$ cat config.mk
export PLATFORM = sky130hd
export DESIGN_NAME = pwr_hold_timer
export DESIGN_NICKNAME = d
export VERILOG_FILES = /design/src/rtl/pwr_hold_pkg.sv /design/src/rtl/hold_prescaler.sv /design/src/rtl/hold_downcounter.sv /design/src/rtl/hold_ctrl_fsm.sv /design/src/rtl/pwr_hold_timer.sv
export SDC_FILE = /design/constraint.sdc
export NUM_CORES = 1
export LEC_CHECK = 0
export BUFFER_PORTS_ARGS = -buffer_cell sky130_fd_sc_hd__buf_2
export CELL_PAD_IN_SITES_DETAIL_PLACEMENT = 0
export CELL_PAD_IN_SITES_GLOBAL_PLACEMENT = 2
export CORE_MARGIN = 5
export CORE_UTILIZATION = 39
export CTS_CLUSTER_DIAMETER = 50
export CTS_CLUSTER_SIZE = 10
export DETAILED_ROUTE_END_ITERATION = 10
export PLACE_DENSITY_LB_ADDON = 0.1
export SLEW_MARGIN = 0
export SYNTH_ARGS = -nofsm -noshare
export SYNTH_HDL_FRONTEND = slang
export SYNTH_SLANG_ARGS = --single-unit
$ cat constraint.sdc
create_clock -name clk -period 5.2 [get_ports clk]
set_clock_uncertainty 0.05 [all_clocks]
set_input_delay 0.26 -clock clk [delete_from_list [all_inputs] [get_ports clk]]
set_output_delay 0.26 -clock clk [all_outputs]
set_load 0.02 [all_outputs]
$ cat src/rtl/pwr_hold_pkg.sv
package pwr_hold_pkg;

    typedef enum logic [1:0] {
        ST_ON    = 2'd0,
        ST_HOLD  = 2'd1,
        ST_READY = 2'd2
    } hold_state_e;

    // Exponent of the divide ratio; reserved code 0 behaves as code 1.
    function automatic int unsigned code_to_exp(input int unsigned code);
        return (code == 0) ? 0 : code - 1;
    endfunction

endpackage

$ cat src/rtl/hold_prescaler.sv
module hold_prescaler #(
    parameter int CODE_W = 5,
    parameter int PRE_W  = 30
) (
    input  logic              clk,
    input  logic              rst,
    input  logic              clear,
    input  logic              run,
    input  logic [CODE_W-1:0] exp_i,
    output logic              tick
);
    logic [PRE_W-1:0] pcnt;
    logic [PRE_W-1:0] limit;

    always_comb begin
        if (int'(exp_i) >= PRE_W) limit = '1;
        else                      limit = {PRE_W{1'b1}} >> (PRE_W - int'(exp_i));
    end

    assign tick = run && (pcnt == limit);

    always_ff @(posedge clk) begin
        if (rst || clear)  pcnt <= '0;
        else if (run)      pcnt <= tick ? '0 : pcnt + 1'b1;
    end
endmodule

$ cat src/rtl/hold_downcounter.sv
module hold_downcounter #(
    parameter int CNT_W = 8
) (
    input  logic             clk,
    input  logic             rst,
    input  logic             load,
    input  logic [CNT_W-1:0] load_val,
    input  logic             dec,
    output logic [CNT_W-1:0] cnt,
    output logic             zero
);
    assign zero = (cnt == '0);

    always_ff @(posedge clk) begin
        if (rst)              cnt <= '0;
        else if (load)        cnt <= load_val;
        else if (dec && !zero) cnt <= cnt - 1'b1;
    end
endmodule

$ cat src/rtl/hold_ctrl_fsm.sv
module hold_ctrl_fsm
    import pwr_hold_pkg::*;
(
    input  logic        clk,
    input  logic        rst,
    input  logic        sleep_req,
    input  logic        dsm_en,
    input  logic        wake_req,
    input  logic        cnt_zero,
    output hold_state_e state,
    output logic        enter,
    output logic        run,
    output logic        supply_en,
    output logic        wake_grant
);
    hold_state_e nxt;
    logic        wake_pend;
    logic        want_wake;

    assign want_wake = wake_pend || wake_req;

    always_comb begin
        nxt   = state;
        enter = 1'b0;
        unique case (state)
            ST_ON: begin
                if (sleep_req) begin
                    enter = 1'b1;
                    nxt   = dsm_en ? ST_HOLD : ST_READY;
                end
            end
            ST_HOLD: begin
                if (cnt_zero) nxt = want_wake ? ST_ON : ST_READY;
            end
            ST_READY: begin
                if (want_wake) nxt = ST_ON;
            end
            default: nxt = ST_ON;
        endcase
    end

    assign run       = (state == ST_HOLD) && !cnt_zero;
    assign supply_en = (state == ST_ON);

    always_ff @(posedge clk) begin
        if (rst) begin
            state      <= ST_ON;
            wake_pend  <= 1'b0;
            wake_grant <= 1'b0;
        end else begin
            state      <= nxt;
            wake_grant <= (nxt == ST_ON) && (state != ST_ON);
            if (enter || nxt == ST_ON)           wake_pend <= 1'b0;
            else if (state == ST_HOLD && wake_req) wake_pend <= 1'b1;
        end
    end
endmodule

$ cat src/rtl/pwr_hold_timer.sv
module pwr_hold_timer
    import pwr_hold_pkg::*;
#(
    parameter int CODE_W = 5,
    parameter int CNT_W  = 8
) (
    input  logic              clk,
    input  logic              rst,
    input  logic              sleep_req,
    input  logic              dsm_en,
    input  logic              wake_req,
    input  logic [CODE_W-1:0] presc_code,
    input  logic [CNT_W-1:0]  hold_count,
    output logic              supply_en,
    output logic              wake_grant
);
    localparam int PRE_W = (1 << CODE_W) - 2;

    hold_state_e       state;
    logic              enter;
    logic              run;
    logic              tick;
    logic              cnt_zero;
    logic [CNT_W-1:0]  cnt_q;
    logic [CODE_W-1:0] exp_q;
    logic              in_hold;

    assign in_hold = (state == ST_HOLD);

    // Exponent captured at entry so later writes leave the running interval alone.
    always_ff @(posedge clk) begin
        if (rst)        exp_q <= CODE_W'(code_to_exp(8));
        else if (enter) exp_q <= CODE_W'(code_to_exp(int'(presc_code)));
    end

    hold_ctrl_fsm u_fsm (
        .clk        (clk),
        .rst        (rst),
        .sleep_req  (sleep_req),
        .dsm_en     (dsm_en),
        .wake_req   (wake_req),
        .cnt_zero   (cnt_zero),
        .state      (state),
        .enter      (enter),
        .run        (run),
        .supply_en  (supply_en),
        .wake_grant (wake_grant)
    );

    hold_prescaler #(.CODE_W(CODE_W), .PRE_W(PRE_W)) u_pre (
        .clk   (clk),
        .rst   (rst),
        .clear (enter),
        .run   (run),
        .exp_i (exp_q),
        .tick  (tick)
    );

    hold_downcounter #(.CNT_W(CNT_W)) u_cnt (
        .clk      (clk),
        .rst      (rst),
        .load     (enter),
        .load_val (dsm_en ? hold_count : '0),
        .dec      (tick),
        .cnt      (cnt_q),
        .zero     (cnt_zero)
    );
endmodule

==> metrics.cfg <==
[critical_path]
critPathMaxStageDelay_ns = 0.88
crit_slowest_cell = xnor2_1
arrival_ns = 4.23
path_max_fanout = 28
crit_path_frequent_cell = buf_4
cp-start-kind = flop
path_delay_family = compound AO/OA/AOI/OAI gates
path_buf_inv = 2
required_ns = 5.34
crit_chain = buf_4 -> nand3_2 -> xnor2_1 -> a31oi_1 -> a311o_1 -> nor4_1 -> nand4_1 -> a2111oi_4 -> or2_1 -> buf_4 -> nor2_1
worstSetupPathType = flop to flop
cp-end-kind = flop

[synth]
synth_area_leaders = dfxtp_1 (28%), xor2_1 (6.9%), nor2_1 (6.5%), nand3_1 (4.1%), nand2_1 (4.0%)
netlist_area_mm2 = 0.00331
yosysUniqueCellTypes = 65
synth-async-reset-ratio_pct = 0
synth_top_area_cell = dfxtp_1
synth_seq_cells = 47
ys_seq_area_share_pct = 28.4
yosysWarnings = 0
synth_cells = 433
ys.flop_type = dfxtp_1
synth.top_cell.area_share_pct = 28.4
syn_area_per_cell_um2 = 7.64
syn_nets = 457
synth-edff-count = 0

[place]
dp_hpwl_mm = 6.52
routabilityCongestion = 0.875
port_buffers = 19
dpl_cell_area_mm2 = 0.00345

[timing]
holdWs_ns = 0.0918
finalSetupTns_ns = 0
period_share_pct = 78.6
setup_violations = 0
max_freq_ghz = 0.245
tightestPinTransition_ns = 1.09
fin_crit_ns = 4.09
hold_viol = 0
rsz0062_at_grt = false
slew_violations = 0
max-slew-margin-rel_pct = 26.5

[cts]
cts.path.max_buffers = 2
clk_pin_slew_worst_paths_ns = 0.09
htreeDepth = 2
root_buffer = clkbuf_8
cts_sinks = 47
holdBufCountCts = 0
cts_tree = done
cts_resized = 0
post-cts-setup-buffers = 0
numCtsBuffers = 5
clock_latency_ns = 0.30

[drt]
vias = 3135
drt_wl_total_mm = 8.73
postRouteAntennaNets = 0
drt-initial-drc-count = 215
via_per_inst = 5.75
drc = 0
dr.pass1.iters = 4
post_drt_wl_per_cell_um = 16.0

[floorplan]
die_height_um = 102
die_w_um = 102
ioPinCount = 20
initial_core_util_pct = 40.1
dieArea_mm2 = 0.0104
core_area_mm2 = 0.00826
rows = 33

[power_and_ir_drop]
peakVddDrop_mv = 0.119
powerDensity_mw_per_mm2 = 271
total_leakage_power_uw = 0.00123

[cells_and_area]
num_antenna_cells = 0
design_area_mm2 = 0.00358
nets = 463
syn2layout_area_growth_pct = 8.13
final_util_pct = 43.3
drive_gt1_share_pct = 9.55

[global_routing]
grt_pass1_vias = 2928
grt-ovfl-total = 0
grt_start_max_net_pins = 29
track_usage_pct = 17.6
antenna_found_initial = 0
grt_pass1_wl_mm = 14.7

[job]
cap_violations = 0

[worst_hold_path]
hp-class = primary input to flop

[status]
status = finished, final reports clean

-- sequential cells by signal, indices dropped and copies added (netlist names) --
name and flops:
u_fsm.state 2, u_fsm.wake_pend 1, u_cnt.cnt 8, exp_q 5, u_fsm.wake_grant 1, u_pre.pcnt 30
-- worst reg2reg max path, stage by stage (launching register included) --
cell,delay [ns]
dfxtp_1,0.47
buf_4,0.23
nand3_2,0.13
xnor2_1,0.88
a31oi_1,0.19
a311o_1,0.36
nor4_1,0.26
nand4_1,0.18
a2111oi_4,0.67
or2_1,0.18
buf_4,0.28
nor2_1,0.10
-- layout make-up --
cell class,instances,area [µm²]
timing repair buffer,25,140
inverter,9,33.8
sequential,47,941
clock inverter,2,60.1
clock buffer,6,72.6
multi-input combinational,351,2200
tap,105,131
fill,899,4680
-- logic make-up after synthesis --
family          count (synthesis)  synth area share, %
compound gates                 94                 19.6
simple gates                  204                 31.5
flops                          47                 28.4
buf+inv                        35                 5.10
fa+ha+maj                       6                 2.27
mux                             5                 1.55
xor+xnor                       42                 11.6
-- where the power goes --
part / total (µW) / internal [µW] / switching, µW
registers: 380 / 368 / 12.1
clock network: 319 / 192 / 126
logic: 270 / 104 / 167
total: 969 / 664 / 305
-- synth_stat cells, types with 6 or more instances --
cell type and n:
nor4_1 6, nand2_1 35, dfxtp_1 47, inv_1 9
nand3b_1 7, o21ai_0 23, buf_2 6, nand3_1 27
a21oi_1 20, clkbuf_1 11, and3_1 9, ha_1 6
nand4_1 13, nor3_1 13, buf_4 6, a31oi_1 7
xor2_1 26, xnor2_1 14, and2_1 6, nor2_1 57
-- worst paths after layout --
kind | startpoint | end | slack (ns) | cells after the start
worst max-delay path | exp_q[0]$_SDFFE_PP1P_ | u_pre.pcnt[22]$_SDFFE_PP0P_ | 1.11 | 11
worst min-delay path | hold_count[5] | u_cnt.cnt[5]$_SDFFE_PP0P_ | 0.09 | 3
worst max register to register | exp_q[0]$_SDFFE_PP1P_ | u_pre.pcnt[22]$_SDFFE_PP0P_ | 1.11 | 11
worst min register to register | u_pre.pcnt[19]$_SDFFE_PP0P_ | u_pre.pcnt[19]$_SDFFE_PP0P_ | 0.51 | 2
-- layer usage --
| metal | routed length [µm] | vias to the layer above | track usage (%) |
|---|---|---|---|
| met5 | 0 | - | 0 |
| met4 | 250 | 0 | 7.16 |
| met3 | 497 | 19 | 3.69 |
| met2 | 3920 | 97 | 27.2 |
| met1 | 4060 | 1453 | 23.9 |
| li1 | - | 1566 | - |
-- stage by stage --
| step | worst slack (ns) | power [µW] | std cells |
|---|---|---|---|
| 2_1_floorplan | 1.84 | 592 | 433 |
| 3_3_place_gp | 1.23 | 654 | 537 |
| 3_5_place_dp | 1.18 | 655 | 537 |
| 4_1_cts | 1.14 | 977 | 545 |
| 5_1_grt | 0.800 | 1020 | 545 |
| 6_report | 1.11 | 969 | 545 |
-- cell usage in the layout (no fill, tap or decap), drive strengths merged, types with 6 or more instances in the layout --
cell type and count:
nor2 57, clkbuf 6, o21ai 28, ha 6
a31oi 8, xor2 26, nand2 35, nor3 13
nor4 6, a21oi 20, xnor2 16, nand3 28
nand4 13, and3 9, buf 25, inv 9
dfxtp 47, nand3b 7, and2 6
Power figures use the tool's default switching activity.
